$ cat config.mk
export PLATFORM = sky130hd
export DESIGN_NAME = rd_cpl_gen
export DESIGN_NICKNAME = d
export VERILOG_FILES = /design/src/rtl/rcg_pkg.sv /design/src/rtl/rcg_span.sv /design/src/rtl/rcg_chunk.sv /design/src/rtl/rcg_lane.sv /design/src/rtl/rd_cpl_gen.sv
export SDC_FILE = /design/constraint.sdc
export NUM_CORES = 1
export LEC_CHECK = 0
export BUFFER_PORTS_ARGS = -buffer_cell sky130_fd_sc_hd__clkbuf_2
export CORE_MARGIN = 5
export CORE_UTILIZATION = 40
export DETAILED_ROUTE_END_ITERATION = 10
export SLEW_MARGIN = 25
export SYNTH_ARGS = -nofsm -noshare
export SYNTH_HDL_FRONTEND = slang
export SYNTH_HIERARCHICAL = 1
export SYNTH_SLANG_ARGS = --single-unit
export TNS_END_PERCENT = 20
$ cat constraint.sdc
create_clock -name clk_i -period 11.7 [get_ports clk_i]
set_clock_uncertainty 0.1 [all_clocks]
set_input_delay 2.925 -clock clk_i [delete_from_list [all_inputs] [get_ports clk_i]]
set_output_delay 2.925 -clock clk_i [all_outputs]
set_load 0.03 [all_outputs]
$ cat src/rtl/rcg_pkg.sv
`timescale 1ns/1ps
package rcg_pkg;
  typedef enum logic [1:0] {ST_IDLE, ST_HDR, ST_DAT} rcg_st_e;

  localparam logic [2:0] CPL_OK  = 3'b000;
  localparam logic [2:0] MPS_TOP = 3'd5;

  function automatic logic [1:0] be_lo(input logic [3:0] be);
    if (be[0])      return 2'd0;
    else if (be[1]) return 2'd1;
    else if (be[2]) return 2'd2;
    else if (be[3]) return 2'd3;
    return 2'd0;
  endfunction

  function automatic logic [1:0] be_hi(input logic [3:0] be);
    if (be[3])      return 2'd3;
    else if (be[2]) return 2'd2;
    else if (be[1]) return 2'd1;
    return 2'd0;
  endfunction
endpackage

$ cat src/rtl/rcg_span.sv
`timescale 1ns/1ps
module rcg_span
  import rcg_pkg::*;
#(
  parameter int LEN_W = 10,
  localparam int BC_W = LEN_W + 2
) (
  input  logic             io_i,
  input  logic [LEN_W-1:0] len_i,
  input  logic [3:0]       fbe_i,
  input  logic [3:0]       lbe_i,
  input  logic [4:0]       dw_lo_i,
  output logic [BC_W-1:0]  bc_o,
  output logic [6:0]       lo_o
);
  logic [1:0] f_lo, f_hi, l_hi;

  always_comb begin
    f_lo = be_lo(fbe_i);
    f_hi = be_hi(fbe_i);
    l_hi = be_hi(lbe_i);
    if (io_i) begin
      lo_o = '0;
      bc_o = BC_W'(4);
    end else begin
      lo_o = {dw_lo_i, f_lo};
      if (len_i == LEN_W'(1)) begin
        if (fbe_i == 4'h0) bc_o = BC_W'(1);
        else               bc_o = BC_W'(f_hi) - BC_W'(f_lo) + BC_W'(1);
      end else begin
        bc_o = {len_i, 2'b00} - BC_W'(f_lo) - BC_W'(2'd3 - l_hi);
      end
    end
  end
endmodule

$ cat src/rtl/rcg_chunk.sv
`timescale 1ns/1ps
module rcg_chunk
  import rcg_pkg::*;
#(
  parameter int LEN_W = 10,
  localparam int MW = (LEN_W + 1 > 11) ? LEN_W + 1 : 11
) (
  input  logic [LEN_W-1:0] rem_i,
  input  logic [6:0]       lo_i,
  input  logic [2:0]       mps_i,
  output logic [LEN_W-1:0] chunk_o
);
  logic [2:0]    mps_eff;
  logic [MW-1:0] cap;

  always_comb begin
    mps_eff = (mps_i > MPS_TOP) ? MPS_TOP : mps_i;
    cap     = MW'(32) << mps_eff;
    // trim the oversized piece so the next one starts on a 128-byte line
    if (MW'(rem_i) > cap) chunk_o = LEN_W'(cap - MW'(lo_i[6:2]));
    else                  chunk_o = rem_i;
  end
endmodule

$ cat src/rtl/rcg_lane.sv
`timescale 1ns/1ps
module rcg_lane #(
  parameter int LEN_W = 10
) (
  input  logic [LEN_W-1:0] idx_i,
  input  logic [LEN_W-1:0] len_i,
  input  logic [3:0]       fbe_i,
  input  logic [3:0]       lbe_i,
  input  logic [31:0]      rdata_i,
  output logic [31:0]      data_o
);
  logic [3:0] mask;

  always_comb begin
    if (idx_i == '0)                        mask = fbe_i;
    else if (idx_i == len_i - LEN_W'(1))    mask = lbe_i;
    else                                    mask = 4'hF;
  end

  for (genvar g = 0; g < 4; g++) begin : g_lane
    assign data_o[8*g +: 8] = mask[g] ? rdata_i[8*g +: 8] : 8'h00;
  end
endmodule

$ cat src/rtl/rd_cpl_gen.sv
`timescale 1ns/1ps
module rd_cpl_gen
  import rcg_pkg::*;
#(
  parameter int MEM_AW = 10,
  parameter int LEN_W  = 10,
  parameter int TAG_W  = 8,
  parameter int RID_W  = 16
) (
  input  logic               clk_i,
  input  logic               rst_ni,
  input  logic               req_valid_i,
  output logic               req_ready_o,
  input  logic               req_io_i,
  input  logic [MEM_AW-1:0]  req_dw_addr_i,
  input  logic [LEN_W-1:0]   req_len_i,
  input  logic [3:0]         req_fbe_i,
  input  logic [3:0]         req_lbe_i,
  input  logic [TAG_W-1:0]   req_tag_i,
  input  logic [RID_W-1:0]   req_rid_i,
  input  logic [2:0]         mps_i,
  input  logic [7:0]         bus_i,
  output logic               hdr_valid_o,
  input  logic               hdr_ready_i,
  output logic [LEN_W-1:0]   hdr_len_o,
  output logic [LEN_W+1:0]   hdr_bc_o,
  output logic [6:0]         hdr_lo_addr_o,
  output logic [15:0]        hdr_cid_o,
  output logic [TAG_W-1:0]   hdr_tag_o,
  output logic [RID_W-1:0]   hdr_rid_o,
  output logic [2:0]         hdr_status_o,
  output logic [MEM_AW-1:0]  mem_addr_o,
  input  logic [31:0]        mem_rdata_i,
  output logic               dat_valid_o,
  input  logic               dat_ready_i,
  output logic [31:0]        dat_o,
  output logic               dat_last_o
);
  localparam int BC_W = LEN_W + 2;

  rcg_st_e             st_q;
  logic                io_q;
  logic [LEN_W-1:0]    len_q, idx_q, left_q;
  logic [3:0]          fbe_q, lbe_q;
  logic [MEM_AW-1:0]   base_q;
  logic [TAG_W-1:0]    tag_q;
  logic [RID_W-1:0]    rid_q;
  logic [2:0]          mps_q;
  logic [7:0]          bus_q;
  logic [6:0]          lo_q;
  logic [BC_W-1:0]     bc_q;

  logic [BC_W-1:0]     span_bc;
  logic [6:0]          span_lo;
  logic [LEN_W-1:0]    chunk;
  logic [BC_W-1:0]     adv;

  rcg_span #(.LEN_W(LEN_W)) u_span (
    .io_i   (req_io_i),
    .len_i  (req_len_i),
    .fbe_i  (req_fbe_i),
    .lbe_i  (req_lbe_i),
    .dw_lo_i(req_dw_addr_i[4:0]),
    .bc_o   (span_bc),
    .lo_o   (span_lo)
  );

  rcg_chunk #(.LEN_W(LEN_W)) u_chunk (
    .rem_i  (len_q - idx_q),
    .lo_i   (lo_q),
    .mps_i  (mps_q),
    .chunk_o(chunk)
  );

  rcg_lane #(.LEN_W(LEN_W)) u_lane (
    .idx_i  (idx_q),
    .len_i  (len_q),
    .fbe_i  (fbe_q),
    .lbe_i  (lbe_q),
    .rdata_i(mem_rdata_i),
    .data_o (dat_o)
  );

  assign adv = {chunk, 2'b00} - BC_W'(lo_q[1:0]);

  always_ff @(posedge clk_i or negedge rst_ni) begin
    if (!rst_ni) begin
      st_q   <= ST_IDLE;
      io_q   <= 1'b0;
      len_q  <= '0;
      idx_q  <= '0;
      left_q <= '0;
      fbe_q  <= '0;
      lbe_q  <= '0;
      base_q <= '0;
      tag_q  <= '0;
      rid_q  <= '0;
      mps_q  <= '0;
      bus_q  <= '0;
      lo_q   <= '0;
      bc_q   <= '0;
    end else begin
      unique case (st_q)
        ST_IDLE: if (req_valid_i) begin
          io_q   <= req_io_i;
          len_q  <= req_io_i ? LEN_W'(1) : req_len_i;
          idx_q  <= '0;
          fbe_q  <= req_fbe_i;
          lbe_q  <= req_lbe_i;
          base_q <= req_dw_addr_i;
          tag_q  <= req_tag_i;
          rid_q  <= req_rid_i;
          mps_q  <= mps_i;
          bus_q  <= bus_i;
          lo_q   <= span_lo;
          bc_q   <= span_bc;
          st_q   <= ST_HDR;
        end
        ST_HDR: if (hdr_ready_i) begin
          left_q <= chunk;
          lo_q   <= lo_q + adv[6:0];
          bc_q   <= bc_q - adv;
          st_q   <= ST_DAT;
        end
        ST_DAT: if (dat_ready_i) begin
          idx_q  <= idx_q + LEN_W'(1);
          left_q <= left_q - LEN_W'(1);
          if (left_q == LEN_W'(1))
            st_q <= (idx_q + LEN_W'(1) == len_q) ? ST_IDLE : ST_HDR;
        end
        default: st_q <= ST_IDLE;
      endcase
    end
  end

  assign req_ready_o   = (st_q == ST_IDLE);
  assign hdr_valid_o   = (st_q == ST_HDR);
  assign dat_valid_o   = (st_q == ST_DAT);
  assign hdr_len_o     = chunk;
  assign hdr_bc_o      = bc_q;
  assign hdr_lo_addr_o = lo_q;
  assign hdr_cid_o     = {bus_q, 8'h00};
  assign hdr_tag_o     = tag_q;
  assign hdr_rid_o     = rid_q;
  assign hdr_status_o  = CPL_OK;
  assign mem_addr_o    = base_q + MEM_AW'(idx_q);
  assign dat_last_o    = (left_q == LEN_W'(1));

  // header and data channels never overlap, and nothing is offered while idle
  a_r10_one_channel: assert property (@(posedge clk_i) disable iff (!rst_ni)
    (hdr_valid_o || dat_valid_o) |-> !(hdr_valid_o && dat_valid_o) && !req_ready_o);

  a_r11_hdr_hold: assert property (@(posedge clk_i) disable iff (!rst_ni)
    hdr_valid_o && !hdr_ready_i |=> hdr_valid_o && $stable(hdr_len_o)
      && $stable(hdr_bc_o) && $stable(hdr_lo_addr_o));

  a_r11_dat_hold: assert property (@(posedge clk_i) disable iff (!rst_ni)
    dat_valid_o && !dat_ready_i |=> dat_valid_o && $stable(mem_addr_o) && $stable(dat_last_o));

  a_r4_len_cap: assert property (@(posedge clk_i) disable iff (!rst_ni)
    hdr_valid_o |-> hdr_len_o != '0
      && int'(hdr_len_o) <= (32 << ((mps_q > MPS_TOP) ? int'(MPS_TOP) : int'(mps_q))));

  a_r3_bc_covers: assert property (@(posedge clk_i) disable iff (!rst_ni)
    hdr_valid_o |-> int'(hdr_bc_o) + 3 + int'(hdr_lo_addr_o[1:0]) >= 4 * int'(hdr_len_o));

  a_r7_io_shape: assert property (@(posedge clk_i) disable iff (!rst_ni)
    hdr_valid_o && io_q |-> hdr_len_o == LEN_W'(1) && hdr_bc_o == BC_W'(4) && hdr_lo_addr_o == 7'd0);

  a_r8_last_ends: assert property (@(posedge clk_i) disable iff (!rst_ni)
    dat_valid_o && dat_ready_i && dat_last_o |=> !dat_valid_o);
endmodule

[Yosys cells after proc, flatten, opt, wreduce, memory -nomap -nowiden]
Index checks and enable logic that the tools add are counted.
Widths: inputs -> output; s select.
Storage, ports and cells
  output and inout bits: 118
  flip-flop bits (word level): 104
  input port bits: 101
  logic and storage cells: 105
Operators by class
  mux-type cells: 54
  $lt $le $gt $ge: 2
  reduce and logical (&&, ||, !) cells: 11
  shift-type cells: 1
  add/sub/neg operators: 14
  equality and inequality tests: 10
Operators by type and width (count)
  $mux 10: 6
  $mux 12: 5
  $pmux 10 s2: 2
  $mux 2: 17
  $mux 8: 4
  $pmux 12 s2: 1
  $sub 12x12->12: 2
  $sub 12x2->12: 2
  $mux 7: 3
  $eq 10x1->1 const B: 2
  $eq 10x10->1: 2
  $sub 10x1->10 const B: 2
  $pmux 7 s2: 1
  $add 12x1->12 const B: 1
  $gt 10x11->1: 1
  $mux 1: 11
  $shl 6x3->11 const A: 1
  $add 10x1->10 const B: 1
  $add 10x10->10: 1
  $logic_not 10->1: 1
  $sub 10x10->10: 1
  $sub 10x5->10: 1
  $reduce_and 3->1: 3
  $mux 4: 2
  15 further kinds: 19

[Logic depth before layout (Yosys ltp)]
Gate-level depths: netlist (run 1).
  depth after elaboration: 12
  depth in mapped cells: 25

[Hierarchy]
The synthesis (run 1) kept the hierarchy.
Modules (own cells, without submodules)
  rd_cpl_gen: instances 1, cells each 784, area an instance 6462.4 µm², sequential area each 2602.5 µm²
  rcg_lane: instances 1, cells each 139, area an instance 840.8 µm², sequential area each 0.0 µm²
  rcg_span: instances 1, cells each 84, area an instance 584.3 µm², sequential area each 0.0 µm²
  rcg_chunk: instances 1, cells each 52, area an instance 465.4 µm², sequential area each 0.0 µm²

[Least setup slack after synthesis (run 1)]
OpenSTA, ideal clock, no wires.
  path type: register -> output
  start point: register idx_q[4]
  end point: output port hdr_len_o[5]
  stages on the path, launching flop included: 14
  path slack: 4.807 ns
  data required time: 8.675 ns
  data arrival time: 3.868 ns
  path buffers: 1
  path through: dfrtp_1 -> clkbuf_1 -> inv_1 -> ha_1 -> or4_1 -> o21ai_0 -> a21oi_1 -> or4_1 -> nand3_1 -> ha_1 -> nand3_1 -> o21bai_2 -> a21oi_4 -> mux2i_1
On the way
  longest elaborated chain between the ends: 3
Ends and longest elaborated chain
  start: declaration: RTL line rd_cpl_gen.sv:43  | logic [LEN_W-1:0] len_q, idx_q, left_q;
  start signal: assignment: RTL line rd_cpl_gen.sv:126  | idx_q <= idx_q + LEN_W'(1);
  $sub 10x10->10 *: RTL line rd_cpl_gen.sv:69  | .rem_i (len_q - idx_q),
  $gt 10x11->1: RTL line rcg_chunk.sv:20  | if (MW'(rem_i) > cap) chunk_o = LEN_W'(cap - MW'(lo_i[6:2]));
  $mux 10 *: RTL line rcg_chunk.sv:20
  end: declaration: RTL line rd_cpl_gen.sv:25  | output logic [LEN_W-1:0] hdr_len_o,
Mark *: on every way between the ends. The rest lies on a longest branch, timed or not.

[Worst setup path in the final report (run 1)]
  start point: register idx_q[2]
  end point: output port hdr_len_o[5]
Same word-level chain as after synthesis.

==> out/metrics.cfg, run 1 <==
[layout]
fin_nets = 1393
drive_gt1_frac = 0.225
fillers = 2049
antennaDiodeCount = 0
multi_input_area_mm2 = 0.00530
final_cells = 1512
areaGrowthSynthToFinish_pct = 17.2
seqCellArea_mm2 = 0.00260

[grt]
grt_pass1_wl_mm = 41.5
grt_usage = 0.212
grt_remaining_overflow = 0
grt_max_degree = 69
grt_pass1_vias = 7823
antenna_found_initial = 0

[clocking]
cts_buffer_depth = 2
h-tree-depth = 3
numCtsBuffers = 9
clk_pin_slew_worst_paths_ns = 0.08
cts_sinks = 104
cts-root-buf = clkbuf_16
cts_resized = 0
tritoncts = done
cts.hold.buffers_added = 0
clk_latency_ns = 0.36
post_cts_buffers = 0

[die]
initial_core_util = 0.409
dieHeight_um = 155
die_area_mm2 = 0.0239
die_width_um = 155
num_rows = 52
pin_count = 219
core_area_mm2 = 0.0204

[sta]
tightest_slew_ns = 0.905
max_freq_mhz = 133
totalNegativeSetupSlack_ns = 0
period_minus_slack_ns = 7.53
rsz0062_at_grt = false
finalCritPeriodShare = 0.644
hold_viol = 0
slew_headroom = 0.397
finalSetupViolCount = 0
maxSlewViolCount = 0

[placed_design]
dp_cells = 1496
place_congestion = 0.922
io_buffers = 207
hpwl_mm = 19.6

[setup_path]
crit_type = flip-flop to primary output
startpoint = idx_q[2]$_DFFE_PN0P_
path_max_fanout = 14
rrSetupSlack_ns = 5.24
critPathCaptureType = primary output
reg2reg_from = idx_q[2]$_DFFE_PN0P_
endpoint = hdr_len_o[5]
cp.arrival_ns = 4.51
start_kind = flip-flop
r2r_cells = 23
worstPathRequired_ns = 8.68
timing.rr.end = hdr_bc_o[9]$_DFFE_PN0P_

[logic_synthesis]
syn_inst = 1059
synth_area_leaders = dfrtp_1 (31%), nand2_1 (12%), ha_1 (7.6%), a21oi_1 (5.0%), xnor2_1 (4.3%)
yosys_warnings = 6
async_flop_share = 1.00
yosysMostFrequentCell = nand2_1
ys.flop_type = dfrtp_1
ys_ff_latch = 104
synth_edf_count = 0
yosysTopAreaCellShare = 0.312
avgSynthCellArea_um2 = 7.89
yosys.cell_types.count = 84
syn_area_mm2 = 0.00835
ys_seq_area_frac = 0.312
synth.top_cells.by_count = nand2_1 (258), dfrtp_1 (104), a21oi_1 (83)
synth_top_area_cell = dfrtp_1

[route]
drt_wl_total_mm = 25.7
drt_iter0_markers = 461
ant_nets = 0
vias = 7994
drc_errors = 0
via_per_inst = 5.29
first_pass_iters = 5
drt-wirelength-per-cell_um = 17.0

[worst_hold_path]
whs_path_depth = 2
hp-class = flip-flop to flip-flop

[job]
cap_violations = 0

[run_status]
outcome = finished clean

## worst min-delay path by stage
stage	end	from	slack, ns
final	fbe_q[1]$_DFFE_PN0P_	fbe_q[1]$_DFFE_PN0P_	0.37
after global routing	fbe_q[3]$_DFFE_PN0P_	fbe_q[3]$_DFFE_PN0P_	0.39
after global placement	fbe_q[1]$_DFFE_PN0P_	fbe_q[1]$_DFFE_PN0P_	0.35
after floorplan	fbe_q[0]$_DFFE_PN0P_	fbe_q[0]$_DFFE_PN0P_	0.34
after CTS	fbe_q[1]$_DFFE_PN0P_	fbe_q[1]$_DFFE_PN0P_	0.38
after detailed placement	fbe_q[1]$_DFFE_PN0P_	fbe_q[1]$_DFFE_PN0P_	0.35
## per-stage QoR
step	hold slack, ns	setup WS, ns	instance area, um^2	util
6_report	0.370	4.17	9790	0.479
5_1_grt	0.386	3.88	9790	0.479
4_1_cts	0.375	4.22	9790	0.479
3_5_place_dp	0.355	4.62	9500	0.465
3_3_place_gp	0.355	4.71	9500	0.465
2_1_floorplan	0.338	4.81	8390	-
## final cells by class
class | count | share of cell area
Inverter | 49 | 0.0188
Clock buffer | 9 | 0.0230
Multi-Input combinational cell | 861 | 0.541
Sequential cell | 104 | 0.266
Tap cell | 270 | 0.0345
Timing Repair Buffer | 212 | 0.110
Clock inverter | 7 | 0.00652
## cells by family (layout without fill, tap and decap cells)
logic type / after synthesis / in the layout / synth area share
AO/OA/AOI/OAI: 242 / 242 / 0.185
XOR/XNOR: 67 / 67 / 0.0703
adder cells (fa/ha/maj): 55 / 55 / 0.0860
buffers and inverters: 104 / 277 / 0.0590
flip-flops: 104 / 104 / 0.312
multiplexers: 12 / 12 / 0.0198
other: 1 / 11 / 0.000449
AND/OR/NAND/NOR: 474 / 474 / 0.268
## state kept, by name (all words and copies together) (netlist names), 7 cells and up
register	flops
hdr_lo_addr_o	7
hdr_bc_o	12
hdr_rid_o	16
base_q	10
len_q	10
idx_q	10
left_q	10
hdr_tag_o	8
bus_q	8
## layer usage
layer / track usage / part of all wire / vias to the layer above
met1: 0.288 / 0.44 / 3737
met5: 0 / 0 / -
met2: 0.345 / 0.47 / 239
li1: - / - / 3991
met4: 0.0488 / 0.014 / 0
met3: 0.0511 / 0.071 / 27
## placed cells by master, fill, tap and decap left out, types with 13 or more instances in the layout
| cell | Yosys | final |
|---|---|---|
| inv_1 | 47 | 47 |
| a21oi_2 | 13 | 13 |
| dfrtp_1 | 104 | 104 |
| o21ai_0 | 61 | 61 |
| nand3_1 | 14 | 14 |
| clkbuf_2 | 1 | 206 |
| ha_1 | 51 | 51 |
| nor2b_1 | 22 | 22 |
| xnor2_1 | 41 | 41 |
| a21oi_1 | 83 | 83 |
| nand2_1 | 258 | 257 |
| xor2_1 | 26 | 26 |
| nor3_1 | 21 | 21 |
| nor2_1 | 60 | 60 |
## critical path, stage by stage (launching register included)
cell,delay [ns]
dfrtp_1,0.57
inv_1,0.15
ha_1,0.34
nor2b_1,0.14
o21ai_0,0.24
a21boi_0,0.16
o21ai_0,0.22
nor2b_1,0.19
xnor2_1,0.10
ha_1,0.31
or3b_2,0.46
o31ai_2,0.31
a21oi_4,0.14
mux2i_1,0.50
clkbuf_2,0.31
Power of run 1 is left out: the tool's default activity adds up to more than one toggle a clock period on the data nets, which glitch-free logic cannot reach.
==> inputs of run 2 (changes only) <==
Clock period 11.7 ns to 7 ns, I/O delays scaled along.
==> run 2 against run 1 <==
Net effect:
- cell area is 0.56% higher
- critical path depth shrank 1
- worst hold slack improved by 0.0054 ns
- count of clock-buffer cells in the layout did not move
- flip-flop and latch count unchanged
- utilization rose by 0.27 points
- non-clock buffer count grew 3
- final cell count rose by 0.20%
- via count down 0.85%
- critical path type unchanged
==> out/metrics.cfg, run 2 (synthesis gave the netlist of run 1 again) <==
[run_status]
outcome = finished clean

[route]
first_pass_iters = 5
routed.top_layer = met4
met3_length_mm = 1.53
via_per_inst = 5.23
wl_met1_mm = 11.6
drt_wl_total_mm = 25.6
vias = 7926
ant_nets = 0
drc_errors = 0
route.met2.wl_mm = 12.1
drt-wirelength-per-cell_um = 16.9
drt_iter0_markers = 506

[sta]
hold_viol = 0
rsz0062_at_grt = false
totalNegativeSetupSlack_ns = 0
max_freq_mhz = 156
period_minus_slack_ns = 6.39
finalCritPeriodShare = 0.913
finalSetupViolCount = 0
tightest_slew_ns = 0.918
maxSlewViolCount = 0
slew_headroom = 0.388

[layout]
final_common_cell = nand2_1
areaGrowthSynthToFinish_pct = 17.8
drive_gt1_frac = 0.227
largest_reg_flops = 16
antennaDiodeCount = 0
mostFrequentLayoutCells = nand2_1 (257), clkbuf_2 (206), dfrtp_1 (104)
fin_nets = 1396

[grt]
grt_usage = 0.213
grt_max_degree = 69
grt_pass1_vias = 7653
grt_remaining_overflow = 0
antenna_found_initial = 0
grt_pass1_wl_mm = 41.6

[clocking]
numCtsBuffers = 9
h-tree-depth = 3
post_cts_buffers = 0
cts_resized = 0
cts.hold.buffers_added = 0
cts_buffer_depth = 2
clk_pin_slew_worst_paths_ns = 0.09
clk_latency_ns = 0.36
tritoncts = done
cts-root-buf = clkbuf_16
cts_sinks = 104

[placed_design]
hpwl_mm = 19.7
place_congestion = 0.874
io_buffers = 207

[setup_path]
worstPathRequired_ns = 5.15
path_max_fanout = 16
critPathCaptureType = primary output
start_kind = flip-flop
crit_type = flip-flop to primary output
cp.arrival_ns = 4.54

[worst_hold_path]
hp-class = flip-flop to flip-flop

[die]
die_area_mm2 = 0.0239
dieHeight_um = 155
initial_core_util = 0.409
core_area_mm2 = 0.0204
num_rows = 52
die_width_um = 155
pin_count = 219

[job]
cap_violations = 0

## run 2: worst paths after layout
| check | depth (start not counted) | slack, ns | from | to |
|---|---|---|---|---|
| min in group asynchronous | 1 | 1.39 | rst_ni | left_q[3]$_DFFE_PN0P_ |
| worst min register to register | 2 | 0.38 | fbe_q[1]$_DFFE_PN0P_ | fbe_q[1]$_DFFE_PN0P_ |
| worst min-delay path | 2 | 0.38 | fbe_q[1]$_DFFE_PN0P_ | fbe_q[1]$_DFFE_PN0P_ |
| worst max-delay path | 13 | 0.61 | idx_q[4]$_DFFE_PN0P_ | hdr_len_o[5] |
| worst max register to register | 23 | 0.79 | idx_q[2]$_DFFE_PN0P_ | hdr_bc_o[9]$_DFFE_PN0P_ |
| max in group asynchronous | 2 | 4.31 | rst_ni | fbe_q[0]$_DFFE_PN0P_ |
## run 2: critical path, stage by stage, from the launching register on
cell and delay, ns:
dfrtp_1 0.65, inv_1 0.10, ha_1 0.33, or4_1 0.49, o21ai_0 0.08, a21oi_1 0.09, or4_1 0.41, nand3_1 0.12
ha_1 0.18, nand3_1 0.12, o21bai_2 0.23, a21oi_4 0.42, mux2i_1 0.64, clkbuf_2 0.32
## run 2: cell type report
class,count,area [um^2]
fillers,2062,10600
multi-input cells,861,5300
flip-flops and latches,104,2600
repair buffers,215,1100
well taps,270,338
clock buffers,9,225
inverters,49,184
clock inverters,7,96.3
## run 2: per-layer routing
| metal | global-route usage | vias to the layer above |
|---|---|---|
| li1 | - | 3997 |
| met1 | 0.290 | 3709 |
| met2 | 0.349 | 195 |
| met3 | 0.0495 | 25 |
| met4 | 0.0425 | 0 |
| met5 | 0 | - |
## run 2: stage by stage
stage / worst slack, ns / std cells / utilization / hold WS, ns / instance area (um^2)
final: 0.608 / 1515 / 0.482 / 0.376 / 9840
after global routing: 0.277 / 1515 / 0.482 / 0.394 / 9840
after CTS: 0.557 / 1515 / 0.482 / 0.378 / 9840
after detailed placement: 0.848 / 1499 / 0.466 / 0.356 / 9520
after global placement: 0.948 / 1499 / 0.466 / 0.352 / 9520
after floorplan: 1.27 / 1069 / - / 0.338 / 8390
Power of run 2 is left out for the same reason.
==> inputs of run 3 (changes only) <==
--- a/config.mk
+++ b/config.mk
@@ -10,4 +10,5 @@
 export CORE_UTILIZATION = 40
 export DETAILED_ROUTE_END_ITERATION = 10
+export PLACE_DENSITY = 0.65
 export SLEW_MARGIN = 25
 export SYNTH_ARGS = -nofsm -noshare
==> constraint.sdc (replaced) <==
create_clock -name clk_i -period 7 [get_ports clk_i]
set_clock_uncertainty 0.1 [all_clocks]
set_input_delay 0.35 -clock clk_i [delete_from_list [all_inputs] [get_ports clk_i]]
set_output_delay 0.35 -clock clk_i [all_outputs]
set_load 0.03 [all_outputs]
==> run 3 against run 2 <==
Net effect:
- first-iteration DRC count increased by 16%
- register-to-register slack got worse by 0.06 ns
- worst hold slack got worse by 0.30 ns
- sequential share of layout area decreased by 0.094 points
- critical path depth increased by 10
- utilization increased by 0.17 points
- largest cell class unchanged
- via count increased by 2.7%
- critical endpoint is now hdr_bc_o[9]$_DFFE_PN0P_
- global-route usage decreased by 0.37 points
- non-clock buffer count increased by 2
- final cell count increased by 0.13%
- maximum frequency increased by 2.0%
==> out/metrics.cfg, run 3 (synthesis gave the netlist of run 1 again) <==
[run_status]
outcome = finished clean

[layout]
largest_reg_flops = 16
fin_nets = 1398
drive_gt1_frac = 0.227
antennaDiodeCount = 0
final_common_cell = nand2_1
mostFrequentLayoutCells = nand2_1 (257), clkbuf_2 (206), dfrtp_1 (104)
fillers = 2048
areaGrowthSynthToFinish_pct = 18.3

[job]
cap_violations = 0

[setup_path]
worstPathRequired_ns = 7.18
crit_type = flip-flop to flip-flop
start_kind = flip-flop
path_max_fanout = 14
critPathCaptureType = flip-flop
cp.arrival_ns = 6.45

[clocking]
cts-root-buf = clkbuf_16
post_cts_buffers = 0
cts.hold.buffers_added = 1
cts_sinks = 104
clk_pin_slew_worst_paths_ns = 0.08
clk_latency_ns = 0.36
tritoncts = done
h-tree-depth = 3
cts_buffer_depth = 2
cts_resized = 0
numCtsBuffers = 9

[sta]
slew_headroom = 0.326
period_minus_slack_ns = 6.27
totalNegativeSetupSlack_ns = 0
rsz0062_at_grt = false
finalSetupViolCount = 0
finalCritPeriodShare = 0.895
maxSlewViolCount = 0
max_freq_mhz = 160
hold_viol = 0
tightest_slew_ns = 1.01

[grt]
grt_usage = 0.209
grt_pass1_wl_mm = 40.7
antenna_found_initial = 2
grt_max_degree = 70
grt_remaining_overflow = 0
grt_pass1_vias = 7630

[die]
num_rows = 52
pin_count = 219
die_area_mm2 = 0.0239
core_area_mm2 = 0.0204
die_width_um = 155
initial_core_util = 0.409
dieHeight_um = 155

[placed_design]
place_congestion = 0.914
hpwl_mm = 19.3
io_buffers = 207

[route]
first_pass_iters = 5
ant_nets = 0
via_per_inst = 5.37
vias = 8139
drc_errors = 0
drt_wl_total_mm = 25.6
drt-wirelength-per-cell_um = 16.9
drt_iter0_markers = 585

[worst_hold_path]
hp-class = input port to flip-flop

==> run 3: per-layer routing <==
metal	up-vias	wire length, um	GRT usage
met5	-	27	0
met4	4	604	0.0614
met3	53	1640	0.0458
met2	266	11900	0.333
met1	3806	11500	0.287
li1	4010	-	-
==> run 3: path summary, 6_finish.rpt <==
kind                            cells after the start                  from  slack, ns                           end
worst max-delay path                               23  idx_q[2]$_DFFE_PN0P_       0.73       hdr_bc_o[9]$_DFFE_PN0P_
worst min-delay path                                3          req_rid_i[8]       0.08      hdr_rid_o[8]$_DFFE_PN0P_
worst max register to register                     23  idx_q[2]$_DFFE_PN0P_       0.73       hdr_bc_o[9]$_DFFE_PN0P_
worst min register to register                      2  fbe_q[3]$_DFFE_PN0P_       0.38          fbe_q[3]$_DFFE_PN0P_
max in group asynchronous                           3                rst_ni       5.08  hdr_lo_addr_o[4]$_DFFE_PN0P_
min in group asynchronous                           2                rst_ni       0.43         left_q[8]$_DFFE_PN0P_
==> run 3: layout make-up <==
type                            instances  area [um^2]  area share
Inverter                               49          184      0.0186
Tap cell                              270          338      0.0342
Clock inverter                          7          114      0.0115
Multi-Input combinational cell        861         5300       0.536
Sequential cell                       104         2600       0.263
Clock buffer                            9          225      0.0228
Timing Repair Buffer                  217         1120       0.113
==> run 3: critical path, cell delays in order (launching register included) <==
cell,delay [ns]
dfrtp_1,0.58
inv_1,0.16
ha_1,0.34
nor2b_1,0.14
o21ai_0,0.23
a21boi_0,0.16
o21ai_0,0.23
nor2b_1,0.19
xnor2_1,0.11
ha_1,0.31
or3b_2,0.46
o31ai_2,0.31
a21oi_4,0.15
mux2_4,0.36
or3_4,0.41
nor2_1,0.20
xor2_1,0.23
inv_1,0.07
ha_1,0.22
a2111o_1,0.43
o21ai_1,0.24
a21boi_0,0.13
o31a_1,0.29
a21oi_1,0.15
==> run 3: stage by stage <==
stage	util	std cells	setup WS [ns]	hold slack [ns]	cell area, um^2
floorplan	-	1069	1.27	-0.0456	8390
global placement	0.466	1500	0.987	0.282	9530
detailed placement	0.466	1500	0.851	0.286	9530
CTS	0.484	1517	0.818	0.0634	9880
global route	0.484	1517	0.408	0.0741	9880
finish	0.484	1517	0.735	0.0762	9880
Power of run 3 is left out for the same reason.
